### src/rtl/rtc_alarm_pkg.sv
// Package: shared field widths and the match selector encoding for the
// calendar alarm comparator. Assumes BCD time fields throughout.
package rtc_alarm_pkg;
    localparam int SEC_W   = 7;
    localparam int MIN_W   = 7;
    localparam int HR_W    = 6;
    localparam int WDAY_W  = 3;
    localparam int DATE_W  = 6;
    localparam int MON_W   = 5;
    localparam int MODE_W  = 3;

    // Twelve o'clock in BCD, used as the 12-hour midnight hour value
    localparam logic [7:0] BCD_TWELVE = 8'h12;

    typedef enum logic [MODE_W-1:0] {
        MM_SEC   = 3'b000,
        MM_MIN   = 3'b001,
        MM_HOUR  = 3'b010,
        MM_WDAY  = 3'b011,
        MM_DATE  = 3'b100,
        MM_RSV5  = 3'b101,
        MM_RSV6  = 3'b110,
        MM_ALL   = 3'b111
    } match_mode_e;
endpackage

### src/rtl/rtc_field_eq.sv
// Module: equality compare of one BCD calendar field against its alarm value.
// Assumes both operands share the same width and encoding.
module rtc_field_eq #(
    parameter int W = 7
) (
    input  logic [W-1:0] cur_val,
    input  logic [W-1:0] alm_val,
    output logic         eq
);
    // Purpose: flag exact agreement of the two values
    always_comb begin
        eq = (cur_val == alm_val);
    end
endmodule

### src/rtl/rtc_hour_cmp.sv
// Module: format-aware hours comparison plus midnight detection.
// Assumes the alarm hours share the timekeeping format bit (fmt12);
// in 12-hour mode the top hour bit is unused and PM takes part.
module rtc_hour_cmp #(
    parameter int HR_W = 6
) (
    input  logic            fmt12,
    input  logic [HR_W-1:0] cur_hr,
    input  logic            cur_pm,
    input  logic [HR_W-1:0] alm_hr,
    input  logic            alm_pm,
    output logic            hr_eq,
    output logic            hr_midnight
);
    import rtc_alarm_pkg::*;

    localparam int H12_W = HR_W - 1;
    localparam logic [HR_W-1:0] TWELVE = BCD_TWELVE[HR_W-1:0];

    logic low_eq;
    logic full_eq;

    // Purpose: compare the shared low hour bits and the full hour value
    always_comb begin
        low_eq  = (cur_hr[H12_W-1:0] == alm_hr[H12_W-1:0]);
        full_eq = (cur_hr == alm_hr);
    end

    // Purpose: choose the comparison rule from the hours format
    always_comb begin
        if (fmt12) begin
            hr_eq       = low_eq && (cur_pm == alm_pm);
            hr_midnight = (cur_hr[H12_W-1:0] == TWELVE[H12_W-1:0]) && !cur_pm;
        end else begin
            hr_eq       = full_eq;
            hr_midnight = (cur_hr == '0);
        end
    end
endmodule

### src/rtl/rtc_match_sel.sv
// Module: decodes the match selector into a single hit signal from the
// per-field equality results. Assumes reserved selector codes never hit.
module rtc_match_sel #(
    parameter int SEC_W  = 7,
    parameter int MIN_W  = 7,
    parameter int MODE_W = 3
) (
    input  logic [MODE_W-1:0] mode,
    input  logic [SEC_W-1:0]  cur_sec,
    input  logic [MIN_W-1:0]  cur_min,
    input  logic              sec_eq,
    input  logic              min_eq,
    input  logic              hr_eq,
    input  logic              hr_midnight,
    input  logic              wday_eq,
    input  logic              date_eq,
    input  logic              mon_eq,
    output logic              hit
);
    import rtc_alarm_pkg::*;

    logic at_midnight;

    // Purpose: whole time of day at zero (format handled upstream)
    always_comb begin
        at_midnight = (cur_sec == '0) && (cur_min == '0) && hr_midnight;
    end

    // Purpose: pick the match condition named by the selector
    always_comb begin
        unique case (match_mode_e'(mode))
            MM_SEC:  hit = sec_eq;
            MM_MIN:  hit = min_eq;
            MM_HOUR: hit = hr_eq;
            MM_WDAY: hit = wday_eq && at_midnight;
            MM_DATE: hit = date_eq;
            MM_ALL:  hit = sec_eq && min_eq && hr_eq && wday_eq && date_eq && mon_eq;
            default: hit = 1'b0;
        endcase
    end
endmodule

### src/rtl/rtc_alarm_flag.sv
// Module: sticky alarm flag. Sets on a strobed hit, clears on request;
// a set in the same cycle as a clear wins so no event is lost.
module rtc_alarm_flag (
    input  logic clk,
    input  logic rst_n,
    input  logic tick,
    input  logic hit,
    input  logic clr,
    output logic flag
);
    // Purpose: hold the flag, set by qualifying strobes, cleared by software
    always_ff @(posedge clk) begin
        if (!rst_n)
            flag <= 1'b0;
        else if (tick && hit)
            flag <= 1'b1;
        else if (clr)
            flag <= 1'b0;
    end
endmodule

### src/rtl/rtc_alarm_cmp.sv
// Module: top of the calendar alarm comparator. Compares the programmed
// alarm fields with the running time on each time-updated strobe and
// raises a sticky flag; the interrupt is the flag gated by the enable.
// Assumes all time fields are BCD and stable while tick is high.
module rtc_alarm_cmp #(
    parameter int SEC_W  = rtc_alarm_pkg::SEC_W,
    parameter int MIN_W  = rtc_alarm_pkg::MIN_W,
    parameter int HR_W   = rtc_alarm_pkg::HR_W,
    parameter int WDAY_W = rtc_alarm_pkg::WDAY_W,
    parameter int DATE_W = rtc_alarm_pkg::DATE_W,
    parameter int MON_W  = rtc_alarm_pkg::MON_W,
    parameter int MODE_W = rtc_alarm_pkg::MODE_W
) (
    input  logic              clk,
    input  logic              rst_n,
    input  logic              tick,
    input  logic              flag_clr,
    input  logic              alm_en,
    input  logic [MODE_W-1:0] alm_mode,
    input  logic              cur_fmt12,
    input  logic [SEC_W-1:0]  cur_sec,
    input  logic [MIN_W-1:0]  cur_min,
    input  logic [HR_W-1:0]   cur_hr,
    input  logic              cur_pm,
    input  logic [WDAY_W-1:0] cur_wday,
    input  logic [DATE_W-1:0] cur_date,
    input  logic [MON_W-1:0]  cur_month,
    input  logic [SEC_W-1:0]  alm_sec,
    input  logic [MIN_W-1:0]  alm_min,
    input  logic [HR_W-1:0]   alm_hr,
    input  logic              alm_pm,
    input  logic [WDAY_W-1:0] alm_wday,
    input  logic [DATE_W-1:0] alm_date,
    input  logic [MON_W-1:0]  alm_month,
    output logic              alm_flag,
    output logic              alm_irq
);
    logic sec_eq, min_eq, wday_eq, date_eq, mon_eq;
    logic hr_eq, hr_midnight;
    logic hit;

    rtc_field_eq #(.W(SEC_W)) u_sec_eq (
        .cur_val(cur_sec), .alm_val(alm_sec), .eq(sec_eq));
    rtc_field_eq #(.W(MIN_W)) u_min_eq (
        .cur_val(cur_min), .alm_val(alm_min), .eq(min_eq));
    rtc_field_eq #(.W(WDAY_W)) u_wday_eq (
        .cur_val(cur_wday), .alm_val(alm_wday), .eq(wday_eq));
    rtc_field_eq #(.W(DATE_W)) u_date_eq (
        .cur_val(cur_date), .alm_val(alm_date), .eq(date_eq));
    rtc_field_eq #(.W(MON_W)) u_mon_eq (
        .cur_val(cur_month), .alm_val(alm_month), .eq(mon_eq));

    rtc_hour_cmp #(.HR_W(HR_W)) u_hour (
        .fmt12       (cur_fmt12),
        .cur_hr      (cur_hr),
        .cur_pm      (cur_pm),
        .alm_hr      (alm_hr),
        .alm_pm      (alm_pm),
        .hr_eq       (hr_eq),
        .hr_midnight (hr_midnight)
    );

    rtc_match_sel #(.SEC_W(SEC_W), .MIN_W(MIN_W), .MODE_W(MODE_W)) u_sel (
        .mode        (alm_mode),
        .cur_sec     (cur_sec),
        .cur_min     (cur_min),
        .sec_eq      (sec_eq),
        .min_eq      (min_eq),
        .hr_eq       (hr_eq),
        .hr_midnight (hr_midnight),
        .wday_eq     (wday_eq),
        .date_eq     (date_eq),
        .mon_eq      (mon_eq),
        .hit         (hit)
    );

    rtc_alarm_flag u_flag (
        .clk   (clk),
        .rst_n (rst_n),
        .tick  (tick),
        .hit   (hit),
        .clr   (flag_clr),
        .flag  (alm_flag)
    );

    // Purpose: gate the sticky flag onto the interrupt output
    always_comb begin
        alm_irq = alm_flag && alm_en;
    end
endmodule

### config.mk
export PLATFORM = sky130hd
export DESIGN_NAME = rtc_alarm_cmp
export DESIGN_NICKNAME = d
export VERILOG_FILES = /design/src/rtl/rtc_alarm_pkg.sv /design/src/rtl/rtc_field_eq.sv /design/src/rtl/rtc_hour_cmp.sv /design/src/rtl/rtc_match_sel.sv /design/src/rtl/rtc_alarm_flag.sv /design/src/rtl/rtc_alarm_cmp.sv
export SDC_FILE = /design/constraint.sdc
export NUM_CORES = 1
export LEC_CHECK = 0
export BUFFER_PORTS_ARGS = -buffer_cell sky130_fd_sc_hd__buf_2
export CORE_MARGIN = 5
export CORE_UTILIZATION = 32
export CTS_CLUSTER_DIAMETER = 200
export DETAILED_ROUTE_END_ITERATION = 6
export GPL_TIMING_DRIVEN = 0
export MAX_ROUTING_LAYER = met4
export PLACE_DENSITY = 0.92
export REMOVE_ABC_BUFFERS = 1
export SYNTH_ARGS = -nofsm -noshare
export SYNTH_HDL_FRONTEND = slang
export SYNTH_SLANG_ARGS = --single-unit
### constraint.sdc
create_clock -name clk -period 2.9 [get_ports clk]
set_input_delay 0.58 -clock clk [delete_from_list [all_inputs] [get_ports clk]]
set_output_delay 0.58 -clock clk [all_outputs]
set_load 0.02 [all_outputs]
# After elaboration in Yosys (flattened, before gate mapping)
# Cells that the tools add are included.
[op_classes] eq_ne=14 muxes=5 reduce_logical=18
[ops] op="$eq A7 B7 Y1" n=2
[ops] op="$logic_not A7 Y1" n=2
[ops] op="$eq A6 B6 Y1" n=2
[ops] op="$logic_and A1 B1 Y1" n=12
[ops] op="$eq A5 B5 Y1" n=2
[ops] op="$eq A3 B2 Y1 const B" n=2
[ops] op="$eq A3 B3 Y1 const B" n=2
[ops] op="$logic_not A6 Y1" n=1
[ops] op="$pmux W1 S6" n=1
[ops] op="$eq A5 B5 Y1 const B" n=1
[ops] op="$mux W1" n=4
[ops] op="$eq A3 B1 Y1 const B" n=1
[ops] op="$eq A3 B3 Y1" n=1
[ops] op="$logic_not A3 Y1" n=1
[ops] op="$reduce_bool A2 Y1" n=1
[ops] op="$eq A1 B1 Y1" n=1
[ops] op="$logic_not A1 Y1" n=1
[totals] regBits=1 input_bits=79 output_inout_bits=2 word_cells=38

# Logic depth before layout (Yosys ltp)
# Gate-level depths: netlist of run 1.
[logic_depth] ltp_word=10 mapped_depth=6 ltp_nobuf=6

# Hierarchy
# From an unflattened synthesis of run 1, not the netlist that was laid out.
[unflattened] hier_cells=71 area_unflattened_um2=603.1
[by_module_without_submodules] module="rtc_field_eq at u_min_eq ..." instances=2 cells_per_inst=9 area_per_inst_um2=80.1 seq_area_each_um2=0.0
[by_module_without_submodules] module="rtc_match_sel" instances=1 cells_per_inst=16 area_per_inst_um2=117.6 seq_area_each_um2=0.0
[by_module_without_submodules] module="rtc_hour_cmp" instances=1 cells_per_inst=13 area_per_inst_um2=113.9 seq_area_each_um2=0.0
[by_module_without_submodules] module="rtc_field_eq at u_date_eq" instances=1 cells_per_inst=8 area_per_inst_um2=68.8 seq_area_each_um2=0.0
[by_module_without_submodules] module="rtc_field_eq at u_mon_eq" instances=1 cells_per_inst=7 area_per_inst_um2=58.8 seq_area_each_um2=0.0
[by_module_without_submodules] module="rtc_alarm_flag" instances=1 cells_per_inst=4 area_per_inst_um2=41.3 seq_area_each_um2=20.0
[by_module_without_submodules] module="rtc_field_eq at u_wday_eq" instances=1 cells_per_inst=4 area_per_inst_um2=36.3 seq_area_each_um2=0.0
[by_module_without_submodules] module="rtc_alarm_cmp" instances=1 cells_per_inst=1 area_per_inst_um2=6.3 seq_area_each_um2=0.0

# Least setup slack after synthesis of run 1
# No wires, ideal clock.
[synth_path] kind="in2reg" start="in alm_wday[2]" end="reg u_flag.flag" setup_time_ps=58 t_arrival_ps=1833 t_required_ps=2842 setup_slack_ps=1009 path_stages=6 path_buffers=0 cell_sequence="xor2_1 -> or4_4 -> nor4_2 -> nand3_1 -> o2bb2ai_1 -> a31o_1"
[synth_via] elab_chain_len=7 elab_cells_between_ends=9 cone_classes="eq/ne (1); mux (2); reduce/logical (6)"
[synth_lines] element="from (decl)" line="rtc_alarm_cmp.sv:32" rtl="input logic [WDAY_W-1:0] alm_wday,"
[synth_lines] element="$eq A3 B3 Y1 (*)" line="rtc_field_eq.sv:12" rtl="eq = (cur_val == alm_val);"
[synth_lines] element="$logic_and A1 B1 Y1 (3 in series)" line="rtc_match_sel.sv:37" rtl="MM_ALL: hit = sec_eq && min_eq && hr_eq && wday_eq && date_eq && mon_eq;"
[synth_lines] element="$pmux W1 S6 (*)" line="rtc_match_sel.sv:31" rtl="unique case (match_mode_e'(mode))"
[synth_lines] element="$logic_and A1 B1 Y1 (*)" line="rtc_alarm_flag.sv:15" rtl="else if (tick && hit)"
[synth_lines] element="$mux W1 / $reduce_bool A2 Y1 (equally long branches)"
[synth_lines] element="to (signal assigned)" line="rtc_alarm_flag.sv:14" rtl="flag <= 1'b0;"
[synth_lines] element="to (signal assigned)" line="rtc_alarm_flag.sv:16" rtl="flag <= 1'b1;"
[synth_lines] element="to (signal assigned)" line="rtc_alarm_flag.sv:18" rtl="flag <= 1'b0;"
[synth_lines] element="to (decl)" line="rtc_alarm_flag.sv:9" rtl="output logic flag"
# Mark *: on every way between the ends. The rest lies on a longest branch, timed or not.
# A chain may end at the register's enable or synchronous reset.

# Worst setup path after layout of run 1
# Same ends and word-level chain as after synthesis.

==> flow_metrics.py, run 1 <==
metrics = {
    "floorplanning": {
        "start_util_pct": 33.6,
        "die_x_microns": 52.3,
        "die-area_sq_mm": 0.00274,
        "rows": 15,
        "ioPinCount": 81,
        "die_h_microns": 52.3,
        "coreArea_sq_mm": 0.00171,
    },
    "routing": {
        "wirelength_mm": 2.16,
        "vias_per_cell": 4.81,
        "drc": 0,
        "num_vias": 870,
        "wl_per_cell_microns": 11.9,
        "drt-pass1-iter-count": 2,
        "ant_nets": 0,
        "drt_iter0_drc": 3,
    },
    "yosys": {
        "netlist_area_sq_um": 573,
        "synth_top_family_by_area": "XOR/XNOR gates",
        "post_synth.cell_area_avg_sq_um": 7.54,
        "synthCells": 76,
        "yosysTopAreaCell": "xnor2_1",
        "synth.area.mux_share_pct": 1.75,
        "synthTopCellsByArea": "xnor2_1, xor2_1, nor4_1",
        "yosys.area_share.xor_xnor_pct": 53.5,
        "synthAdderAreaFrac_pct": 0,
        "ys_types": 20,
        "synth_compound_area_share_pct": 5.68,
        "synth_top_area_share_pct": 41.3,
        "yosys_warnings": 0,
        "synthSimpleGateAreaFrac_pct": 34.9,
        "ys_seq_area_share_pct": 3.49,
        "ys_seq_elements": 1,
    },
    "placed_design": {
        "gp_congestion": 0.843,
        "place_hpwl_mm": 2.06,
        "dp_slack_ns": 0.777,
        "dp.cells": 181,
        "io_buffer_count": 80,
    },
    "cts": {
        "clk_latency_ns": 0,
        "clk_pin_slew_ns": 0,
        "post_cts_resized": 0,
        "ctsHoldBuffers": 0,
        "post-cts-setup-buffers": 0,
    },
    "global_routing": {
        "grt_pass1_vias": 868,
        "grt_remaining_overflow": 0,
        "gr-usage-all-layers_pct": 14.6,
        "antenna_found_initial": 0,
        "grt_pass1_wl_mm": 3.17,
        "grt_max_degree": 6,
    },
    "sta": {
        "rsz0062_at_grt": "false",
        "timing.slew.headroom_pct": 77.0,
        "clock_skew_ns": 0,
        "setup_viol": 0,
        "finalHoldViolCount": 0,
        "fmaxAchievable_ghz": 0.476,
        "setup-tns-final_ns": 0,
        "setup_slack_ns": 0.801,
        "slew_viol_final": 0,
        "fin_crit_sh_pct": 72.4,
        "final.min_clock_period_ns": 2.10,
        "worst_slew_pin_slew_ns": 0.342,
    },
    "power_and_ir_drop": {
        "vdd_drop_max_mv": 0.0699,
        "power.total_uw": 139,
        "powerDensity_mw_per_mm2": 138,
        "p_leak_uw": 0.000469,
    },
    "final_layout": {
        "num_antenna_cells": 0,
        "final_common_cell": "buf_2",
        "top_regs": "u_flag.flag x1",
        "layout_common_cells": "buf_2, xnor2_1, xor2_1, nor4_1, nand3_1",
        "layout.nets": 237,
        "largest_reg_flops": 1,
        "syn_to_final_growth_pct": 75.3,
        "final_cells": 181,
        "drive_above_1_share_pct": 52.6,
        "top_register": "u_flag.flag",
    },
    "worst_setup_path": {
        "cp_slowest_cell": "or4_4",
        "cp_top_family": "simple AND/OR/NAND/NOR gates",
        "critPathMaxStageDelay_ns": 0.55,
        "cp-end-kind": "register",
        "crit_buf_inv": 1,
        "worstPathRequired_ns": 2.84,
        "arrival_ns": 2.04,
        "path_class": "input pin to register",
        "path_max_fanout": 2,
        "crit_path_start_kind": "input pin",
        "crit_chain": "buf_2 -> xor2_1 -> or4_4 -> nor4_2 -> nand3_1 -> o2bb2ai_1 -> a31o_1",
    },
    "hold_path": {
        "hp-class": "register to register",
    },
    "outcome": {
        "status": "finished, final reports clean",
    },
    "flow_run": {
        "cap_violations": 0,
    },
}
per-layer routing:
metal | track usage (%) | routed length, microns | part of all wire [%]
met1 | 15.0 | 704 | 33
met5 | - | 0 | 0
met3 | 1.71 | 240 | 11
met4 | 0 | 0 | 0
met2 | 30.6 | 1210 | 56
Yosys cell counts, drive strengths merged:
library cell / instances
xnor2: 27
nor4: 9
nor2: 5
nor3: 3
o31ai: 1
or4: 1
mux2i: 1
nand4: 5
a31o: 1
and4b: 1
nand2: 2
dfxtp: 1
o211ai: 1
nand3b: 1
and2: 1
inv: 1
o2bb2ai: 1
nand3: 6
xor2: 8
power by group:
group,internal [uW],switching (uW)
registers,14.1,0.0277
logic,72.7,52.1
clock network,0,0
total,86.8,52.1
area by class of cell:
class,count,area (sq um)
multi-input cells,74,549
fillers,163,703
well taps,25,31.3
inverters,1,3.75
flip-flops and latches,1,20.0
repair buffers,80,400
logic make-up after synthesis:
logic type,count (synthesis)
xor+xnor,35
simple gates,34
compound gates,4
buf+inv,1
flops,1
mux,1
through the flow:
stage | hold WS, ns | cell area [sq um] | util, %
finish | 0.579 | 1000 | 58.8
global route | 0.645 | 1000 | 58.8
detailed placement | 0.582 | 1000 | 58.8
CTS | 0.585 | 1000 | 58.8
floorplan | 0.694 | 573 | -
global placement | 0.574 | 1000 | 58.8
tightest hold or removal path: stages, from the launching register on:
cell and delay, ns:
dfxtp_1 0.31, nand3b_1 0.08, o31ai_1 0.07, a31o_1 0.08
worst paths after layout:
kind | cells after the start | slack [ns] | from | end
setup reg to reg | 3 | 2.17 | u_flag.flag$_SDFFE_PN0P_ | u_flag.flag$_SDFFE_PN0P_
setup / recovery | 7 | 0.80 | alm_wday[2] | u_flag.flag$_SDFFE_PN0P_
hold / removal | 3 | 0.58 | u_flag.flag$_SDFFE_PN0P_ | u_flag.flag$_SDFFE_PN0P_
hold reg to reg | 3 | 0.58 | u_flag.flag$_SDFFE_PN0P_ | u_flag.flag$_SDFFE_PN0P_
No activity file was read; power rests on OpenSTA's default activity.
==> inputs of run 2 (changes only) <==
--- a/config.mk
+++ b/config.mk
@@ -7,12 +7,12 @@
 export LEC_CHECK = 0
 export BUFFER_PORTS_ARGS = -buffer_cell sky130_fd_sc_hd__buf_2
 export CORE_MARGIN = 5
-export CORE_UTILIZATION = 32
+export CORE_UTILIZATION = 27
 export CTS_CLUSTER_DIAMETER = 200
 export DETAILED_ROUTE_END_ITERATION = 6
 export GPL_TIMING_DRIVEN = 0
 export MAX_ROUTING_LAYER = met4
-export PLACE_DENSITY = 0.92
+export PLACE_DENSITY = 0.84
 export REMOVE_ABC_BUFFERS = 1
 export SYNTH_ARGS = -nofsm -noshare
 export SYNTH_HDL_FRONTEND = slang
==> constraint.sdc (replaced) <==
create_clock -name clk -period 1.8 [get_ports clk]
set_input_delay 0.36 -clock clk [delete_from_list [all_inputs] [get_ports clk]]
set_output_delay 0.36 -clock clk [all_outputs]
set_load 0.02 [all_outputs]
==> flow_metrics.py, run 2 (synthesis gave the netlist of run 1 again) <==
metrics = {
    "outcome": {
        "status": "finished, final reports clean",
    },
    "floorplanning": {
        "coreArea_sq_mm": 0.00200,
        "die_h_microns": 56.1,
        "die-area_sq_mm": 0.00314,
        "start_util_pct": 28.6,
        "ioPinCount": 81,
        "rows": 16,
        "die_x_microns": 56.1,
    },
    "placed_design": {
        "place_hpwl_mm": 2.00,
        "dp_slack_ns": -0.0888,
        "dp.cells": 183,
        "gp_congestion": 0.822,
        "io_buffer_count": 80,
    },
    "global_routing": {
        "grt_pass1_vias": 841,
        "grt_remaining_overflow": 0,
        "grt_pass1_wl_mm": 3.12,
        "gr-usage-all-layers_pct": 11.7,
        "grt_max_degree": 6,
        "antenna_found_initial": 0,
    },
    "sta": {
        "fin_crit_sh_pct": 95.8,
        "slew_viol_final": 0,
        "rsz0062_at_grt": "true",
        "worst_slew_pin_slew_ns": 0.371,
        "timing.slew.headroom_pct": 75.1,
        "final.min_clock_period_ns": 1.73,
        "fmaxAchievable_ghz": 0.580,
        "finalHoldViolCount": 0,
        "setup_slack_ns": 0.0747,
        "setup_viol": 0,
        "clock_skew_ns": 0,
    },
    "cts": {
        "clk_latency_ns": 0,
        "clk_pin_slew_ns": 0,
        "post-cts-setup-buffers": 0,
        "ctsHoldBuffers": 0,
    },
    "worst_setup_path": {
        "path_max_fanout": 2,
        "cp-end-kind": "register",
        "crit_path_start_kind": "input pin",
        "arrival_ns": 1.67,
        "worstPathRequired_ns": 1.74,
        "path_class": "input pin to register",
    },
    "power_and_ir_drop": {
        "powerDensity_mw_per_mm2": 220,
        "power.total_uw": 227,
        "vdd_drop_max_mv": 0.104,
        "p_leak_uw": 0.000477,
    },
    "final_layout": {
        "num_antenna_cells": 0,
        "layout.nets": 237,
        "layout_common_cells": "buf_2, xnor2_1, xor2_1, nor4_1, nand3_1",
        "syn_to_final_growth_pct": 80.3,
        "top_regs": "u_flag.flag x1",
        "drive_above_1_share_pct": 53.2,
        "n_fill_cell": 224,
        "largest_reg_flops": 1,
        "final_cells": 183,
        "final_common_cell": "buf_2",
        "top_register": "u_flag.flag",
    },
    "flow_run": {
        "cap_violations": 0,
    },
    "routing": {
        "wl_per_cell_microns": 11.4,
        "drc": 0,
        "drt-pass1-iter-count": 2,
        "wirelength_mm": 2.09,
        "num_vias": 835,
        "vias_per_cell": 4.56,
        "ant_nets": 0,
        "drt_iter0_drc": 10,
    },
    "hold_path": {
        "hp-class": "register to register",
    },
}
==> run 2: cell types whose count changed in the layout (fill, tap and decap cells not counted) <==
cell / delta
nor3_2: +1
nor4_4: +1
nor3_1: -1
buf_2: -2
nor4_2: -1
buf_6: +2
==> run 2: path summary, 6_finish.rpt <==
kind / from / endpoint / slack [ns] / cells after the start
setup / recovery: alm_wday[0] / u_flag.flag$_SDFFE_PN0P_ / 0.07 / 7
hold reg to reg: u_flag.flag$_SDFFE_PN0P_ / u_flag.flag$_SDFFE_PN0P_ / 0.59 / 3
setup reg to reg: u_flag.flag$_SDFFE_PN0P_ / u_flag.flag$_SDFFE_PN0P_ / 1.07 / 3
hold / removal: u_flag.flag$_SDFFE_PN0P_ / u_flag.flag$_SDFFE_PN0P_ / 0.59 / 3
==> run 2: cell type report <==
cell class / count / area (sq um) / area share [%]
multi-input cells: 74 / 563 / 54.5
well taps: 27 / 33.8 / 3.27
inverters: 1 / 3.75 / 0.363
flip-flops and latches: 1 / 20.0 / 1.94
repair buffers: 80 / 413 / 40.0
==> run 2: power by group <==
part | switching (uW) | internal (uW)
clock | 0 | 0
combinational | 84.4 | 120
sequential | 0.0492 | 22.7
==> run 2: per-stage QoR <==
stage	setup TNS, ns	area [sq um]	utilization (%)	hold slack [ns]
floorplan	0	573	-	0.494
global placement	-0.0820	1010	50.3	0.581
detailed placement	-0.0888	1010	50.3	0.599
CTS	0	1010	50.6	0.599
global route	-0.00987	1030	51.6	0.611
finish	0	1030	51.6	0.585
==> run 2: per-layer routing <==
| metal | routed length [microns] | GRT usage, % |
|---|---|---|
| met1 | 725 | 11.6 |
| met2 | 1150 | 23.7 |
| met3 | 212 | 3.02 |
| met4 | 0 | 0.678 |
| met5 | 0 | - |
==> run 2: critical path, cell delays in order <==
cell	delay [ns]
buf_6	0.09
xor2_1	0.15
or4_4	0.54
nor4_4	0.14
nand3_1	0.10
o2bb2ai_1	0.15
a31o_1	0.14
==> run 2: timing repair <==
item,CTS,global route
resized for setup,1,3
pin swaps,3,3
setup endpoints to repair,1,1
